--- src/rtl/eth_daf_pkg.sv ---
// Shared constants and types for the destination address filter.
// Assumes byte-wide frame beats and 48-bit station addresses.
package eth_daf_pkg;
    localparam int MAC_W    = 48;
    localparam int BYTE_W   = 8;
    localparam int DA_BYTES = MAC_W / BYTE_W;
    localparam int MC_BIT   = MAC_W - BYTE_W;   // bit 0 of the first byte on the wire

    localparam logic [MAC_W-1:0] BCAST_ADDR = '1;
    localparam logic [MAC_W-1:0] PAUSE_ADDR = 48'h0180_C200_0001;

    // Settings captured at the start of each frame
    typedef struct packed {
        logic [MAC_W-1:0] pri_addr;
        logic             pri_en;
        logic             mc_en;
        logic             bc_en;
        logic             pause_en;
    } base_cfg_t;
endpackage

--- src/rtl/eth_daf_capture.sv ---
// Tracks frame position and gathers the destination address bytes.
// Assumes in_sof marks byte one; beats outside a frame are discarded.
// da_out is only meaningful in the cycle where sixth_beat is high.
module eth_daf_capture
    import eth_daf_pkg::*;
(
    input  logic              clk,
    input  logic              rst_n,
    input  logic              beat_vld,
    input  logic              beat_sof,
    input  logic              beat_eof,
    input  logic [BYTE_W-1:0] beat_data,
    output logic              take,
    output logic              sixth_beat,
    output logic              short_end,
    output logic              frame_end,
    output logic [MAC_W-1:0]  da_out
);
    localparam int CNT_W   = $clog2(DA_BYTES + 1);
    localparam int SHIFT_W = MAC_W - BYTE_W;

    logic [CNT_W-1:0]   cnt_q;
    logic [CNT_W-1:0]   pos;
    logic [SHIFT_W-1:0] shift_q;
    logic               in_frame_q;

    // Classify the current beat by its position in the frame
    always_comb begin
        take       = beat_vld && (beat_sof || in_frame_q);
        pos        = beat_sof ? '0 : cnt_q;
        sixth_beat = take && (pos == CNT_W'(DA_BYTES - 1));
        frame_end  = take && beat_eof;
        short_end  = frame_end && (pos < CNT_W'(DA_BYTES - 1));
        da_out     = {shift_q, beat_data};
    end

    // Advance the byte counter, shift in address bytes, track frame state
    always_ff @(posedge clk) begin
        if (!rst_n) begin
            cnt_q      <= '0;
            shift_q    <= '0;
            in_frame_q <= 1'b0;
        end else if (take) begin
            shift_q    <= {shift_q[SHIFT_W-BYTE_W-1:0], beat_data};
            cnt_q      <= (pos == CNT_W'(DA_BYTES)) ? pos : pos + 1'b1;
            in_frame_q <= !beat_eof;
        end
    end
endmodule

--- src/rtl/eth_daf_match.sv ---
// Compares a destination address against all enabled match sources.
// Purely combinational; returns keep=1 when nothing is enabled.
module eth_daf_match
    import eth_daf_pkg::*;
#(
    parameter int SUPP_CNT = 4,
    parameter int SLOTS    = (SUPP_CNT > 0) ? SUPP_CNT : 1
) (
    input  logic [MAC_W-1:0]       da,
    input  base_cfg_t              base,
    input  logic [SLOTS*MAC_W-1:0] supp_addr,
    input  logic [SLOTS-1:0]       supp_en,
    output logic                   keep,
    output logic                   any_en
);
    logic [SLOTS-1:0] supp_hit;
    logic             supp_on;
    logic             is_bc;
    logic             is_mc;
    logic             hit;

    generate
        if (SUPP_CNT > 0) begin : g_supp
            for (genvar k = 0; k < SUPP_CNT; k++) begin : g_slot
                // Per-slot exact compare
                assign supp_hit[k] = supp_en[k] && (da == supp_addr[k*MAC_W +: MAC_W]);
            end
            assign supp_on = |supp_en;
        end else begin : g_nosupp
            assign supp_hit = '0;
            assign supp_on  = 1'b0;
        end
    endgenerate

    // Combine the individual matches into the verdict
    always_comb begin
        is_bc  = (da == BCAST_ADDR);
        is_mc  = da[MC_BIT] && !is_bc;
        any_en = base.pri_en || supp_on || base.mc_en || base.bc_en || base.pause_en;
        hit    = (base.pri_en && (da == base.pri_addr))
              || (|supp_hit)
              || (base.mc_en && is_mc)
              || (base.bc_en && is_bc)
              || (base.pause_en && (da == PAUSE_ADDR));
        keep   = !any_en || hit;
    end
endmodule

--- src/rtl/eth_da_filter.sv ---
// Receive-side destination address filter.
// Snapshots configuration on each start beat, judges the frame on its
// sixth beat, holds the verdict to the end beat and strobes on rejects.
// Assumes one byte per beat and that in_sof/in_eof qualify with in_valid.
module eth_da_filter
    import eth_daf_pkg::*;
#(
    parameter int SUPP_CNT = 4,
    parameter int SLOTS    = (SUPP_CNT > 0) ? SUPP_CNT : 1
) (
    input  logic                   clk,
    input  logic                   rst_n,
    input  logic                   in_valid,
    input  logic                   in_sof,
    input  logic                   in_eof,
    input  logic [BYTE_W-1:0]      in_data,
    input  logic [MAC_W-1:0]       cfg_pri_addr,
    input  logic                   cfg_pri_en,
    input  logic [SLOTS*MAC_W-1:0] cfg_supp_addr,
    input  logic [SLOTS-1:0]       cfg_supp_en,
    input  logic                   cfg_mc_en,
    input  logic                   cfg_bc_en,
    input  logic                   cfg_pause_en,
    output logic                   dec_valid,
    output logic                   dec_accept,
    output logic                   drop_pulse
);
    logic                   take, sixth_beat, short_end, frame_end;
    logic [MAC_W-1:0]       da;
    base_cfg_t              base_q;
    logic [SLOTS*MAC_W-1:0] supp_addr_q;
    logic [SLOTS-1:0]       supp_en_q;
    logic                   keep;
    logic                   snap_any;
    logic                   dv_q, acc_q, drop_q, close_q;

    eth_daf_capture u_capture (
        .clk        (clk),
        .rst_n      (rst_n),
        .beat_vld   (in_valid),
        .beat_sof   (in_sof),
        .beat_eof   (in_eof),
        .beat_data  (in_data),
        .take       (take),
        .sixth_beat (sixth_beat),
        .short_end  (short_end),
        .frame_end  (frame_end),
        .da_out     (da)
    );

    eth_daf_match #(.SUPP_CNT(SUPP_CNT), .SLOTS(SLOTS)) u_match (
        .da        (da),
        .base      (base_q),
        .supp_addr (supp_addr_q),
        .supp_en   (supp_en_q),
        .keep      (keep),
        .any_en    (snap_any)
    );

    // Capture the configuration on every accepted start beat
    always_ff @(posedge clk) begin
        if (!rst_n) begin
            base_q      <= '0;
            supp_addr_q <= '0;
            supp_en_q   <= '0;
        end else if (take && in_sof) begin
            base_q      <= '{pri_addr: cfg_pri_addr, pri_en: cfg_pri_en,
                             mc_en: cfg_mc_en, bc_en: cfg_bc_en,
                             pause_en: cfg_pause_en};
            supp_addr_q <= cfg_supp_addr;
            supp_en_q   <= cfg_supp_en;
        end
    end

    // Register the verdict, hold it through the frame, strobe on reject
    always_ff @(posedge clk) begin
        if (!rst_n) begin
            dv_q    <= 1'b0;
            acc_q   <= 1'b0;
            drop_q  <= 1'b0;
            close_q <= 1'b0;
        end else begin
            drop_q <= frame_end && (short_end || (sixth_beat ? !keep : !acc_q));
            if (sixth_beat) begin
                dv_q    <= 1'b1;
                acc_q   <= keep;
                close_q <= in_eof;
            end else begin
                if (frame_end || close_q || (take && in_sof)) begin
                    dv_q <= 1'b0;
                end
                if (take && in_sof) begin
                    acc_q <= 1'b0;
                end
                close_q <= 1'b0;
            end
        end
    end

    assign dec_valid  = dv_q;
    assign dec_accept = acc_q;
    assign drop_pulse = drop_q;
endmodule

--- config.mk ---
export PLATFORM = sky130hd
export DESIGN_NAME = eth_da_filter
export DESIGN_NICKNAME = d
export VERILOG_FILES = /design/src/rtl/eth_daf_pkg.sv /design/src/rtl/eth_daf_capture.sv /design/src/rtl/eth_daf_match.sv /design/src/rtl/eth_da_filter.sv
export SDC_FILE = /design/constraint.sdc
export NUM_CORES = 1
export LEC_CHECK = 0
export BUFFER_PORTS_ARGS = -buffer_cell sky130_fd_sc_hd__buf_2
export CORE_ASPECT_RATIO = 1.5
export CORE_MARGIN = 2
export CORE_UTILIZATION = 30
export CTS_CLUSTER_SIZE = 28
export DETAILED_ROUTE_END_ITERATION = 8
export SYNTH_ARGS = -nofsm -noshare
export SYNTH_HDL_FRONTEND = slang
export SYNTH_SLANG_ARGS = --single-unit
--- constraint.sdc ---
create_clock -name clk -period 2.81 [get_ports clk]
set_input_delay 0.562 -clock clk [delete_from_list [all_inputs] [get_ports clk]]
set_output_delay 0.562 -clock clk [all_outputs]
set_load 0.005 [all_outputs]
==> impl_metrics.yaml <==
outcome:
  outcome: "completed"
sta:
  maxSlewHeadroom_pct: 49.50
  rsz0062_at_grt: "no"
  final_hold_viol_count: 0
  hold_ws_ns: 0.2142
  drv_slew: 0
  setup_tns_ns: 0
  finalSetupViolations: 0
  fin_crit_sh_pct: 90.56
  skew_ns: 0.04064
  max_freq_mhz: 393.0
  post-route-min-period_ns: 2.545
  worst_pin_slew_ns: 0.7568
worst_setup_path:
  arrival_ns: 3.03
  crit_type: "reg -> reg"
  start_kind: "register"
  crit_fanout: 4
  crit_path_end_kind: "register"
  worstPathRequired_ns: 3.30
power_and_ir_drop:
  power_leakage_nw: 6.677
  internal_power_mw: 7.173
  comb_power_share_pct: 11.0
  clockPowerShare_pct: 41.9
  p_per_area_mw_per_mm2: 571.1
  peakVddDrop_v: 0.0004795
  power_frac_seq_pct: 47.0
  switching_share_pct: 26.33
  switching_power_mw: 2.563
global_routing:
  grt_pass1_wl_mm: 77.89
  overflow: 0
  grt_max_degree: 109
  grt.total_usage_pct: 21.31
  first_global_vias: 12456
  grt_antenna_before_repair: 1
logic_synthesis:
  syn_nets: 1986
  synth_cell_types: 44
  async_flop_share_pct: 0
  synth_edf_count: 0
  ys_seq_area_share_pct: 42.12
  avgSynthCellArea_um2: 8.170
  ys_warn_count: 0
  ys_seq_elements: 296
  synth_ff_type: "dfxtp_1"
  syn_area_mm2: 0.01407
  synth_cells: 1722
placed_design:
  place_area_mm2: 0.01605
  dp_hpwl_mm: 41.53
  io_buffer_count: 263
  gp_congestion: 0.9179
floorplanning:
  dieHeight_um: 269.2
  initial_core_util_pct: 30.27
  fp.dieW_um: 180.8
  ioPinCount: 264
  die-area_mm2: 0.04868
  core.rowCount: 97
  core-area_mm2: 0.04648
route:
  dr.pass1.iters: 5
  wire_per_inst_um: 21.07
  vias_per_cell: 4.861
  drc_errors: 0
  ant_nets: 0
  routed_wl_mm: 53.81
  drtIter0Drc: 770
  vias: 12415
final_layout:
  areaGrowthSynthToFinish_pct: 21.17
  mostFrequentLayoutCells: "585 x nand2_1, 296 x dfxtp_1, 289 x a21boi_0"
  final_common_cell: "nand2_1"
  drive_gt1_share_pct: 19.35
  fin_area_mm2: 0.01705
  nets: 2200
clocking:
  post_cts_buffers: 0
  cts.sinks: 296
  cts_tree: "built"
  cts_resized: 0
  cts_buffers: 30
  cts.path.max_buffers: 3
  clock-root-buffer: "clkbuf_16"
  cts_max_level: 1
  clock_latency_ns: 0.60
  clk_pin_slew_ns: 0.07
  ctsHoldBuffers: 0
run:
  cap_violations: 0
hold_path:
  hold_path_class: "in -> reg"
[final timing paths]
check                        from                to  slack [ns]  cells past startpoint
max reg2reg  u_capture.shift_q[8]        dec_accept        0.27                      7
max          u_capture.shift_q[8]        dec_accept        0.27                      7
min            cfg_supp_addr[130]  supp_addr_q[130]        0.21                      3
min reg2reg            base_q[39]        base_q[39]        0.47                      2
[flip-flops by register name (all words and copies together), names as in the netlist]
name / cells
dec_accept: 1
dec_valid: 1
base_q: 52
close_q: 1
drop_pulse: 1
supp_addr_q: 192
supp_en_q: 4
u_capture.in_frame_q: 1
u_capture.shift_q: 40
u_capture.cnt_q: 3
[through the flow]
step	total power [mW]	instances	worst slack (ns)	util, %
after floorplan	5.226	1722	0.4994	-
after global placement	5.732	2498	0.2674	34.54
after detailed placement	5.746	2498	0.1740	34.54
after CTS	9.817	2553	0.3782	36.67
after global routing	10.09	2554	0.2438	36.67
final	9.735	2554	0.2654	36.67
[layer usage]
layer  vias up  share of wire (%)  global-route usage, %
met4         0                4.6                  9.741
met5         -                  0                      0
met2       375                 51                  38.56
met1      5858                 40                  24.99
li1       6064                  -                      -
met3       118                4.3                  2.337
[cell usage after synthesis, drive strengths merged (10+ instances only)]
cell,number,area (um^2)
nand2,586,2200
nand4,57,356.6
xnor2,142,1244
nor4,39,244.0
clkbuf,96,360.4
dfxtp,296,5926
a21boi,289,2170
inv,14,52.55
buf,50,321.6
nor3,10,50.05
xor2,85,744.5
[worst max-delay path, cell delays in order (launching register included)]
cell and delay, ns:
dfxtp_1 0.61, nand4_1 0.15, nor4_1 0.49, nand4_1 0.17
mux2i_1 0.18, o21ai_1 0.12, or4_1 0.56, and3_1 0.19
[power by group through the flow]
stage / combinational (mW) / sequential [mW] / clock (mW)
6_report: 1.08 / 4.58 / 4.08
4_1_cts: 1.08 / 4.58 / 4.16
3_3_place_gp: 1.06 / 4.67 / 0
5_1_grt: 1.19 / 4.59 / 4.32
3_5_place_dp: 1.08 / 4.67 / 0
2_1_floorplan: 0.670 / 4.56 / 0
[area by class of cell]
class                      instances  area [um^2]
timing repair buffer             328         1911
clock buffer                      44        853.3
sequential                       296         5926
clock inverter                    11        136.4
antenna                            1        2.502
fill                            4893        29440
multi-input combinational       1266         7422
inverter                          14        52.55
tap                              594        743.2
[cells by family after synthesis]
family,after synthesis,synth area share [%]
muxes,1,0.07115
AOI/OAI and AO/OA,321,17.00
and+or+nand+nor,714,21.18
buffers and inverters,160,5.221
xor gates and xnor gates,227,14.13
DFF,296,42.12
adders and majority gates,3,0.2668
Note: power is estimated with default switching activity, not from simulation.
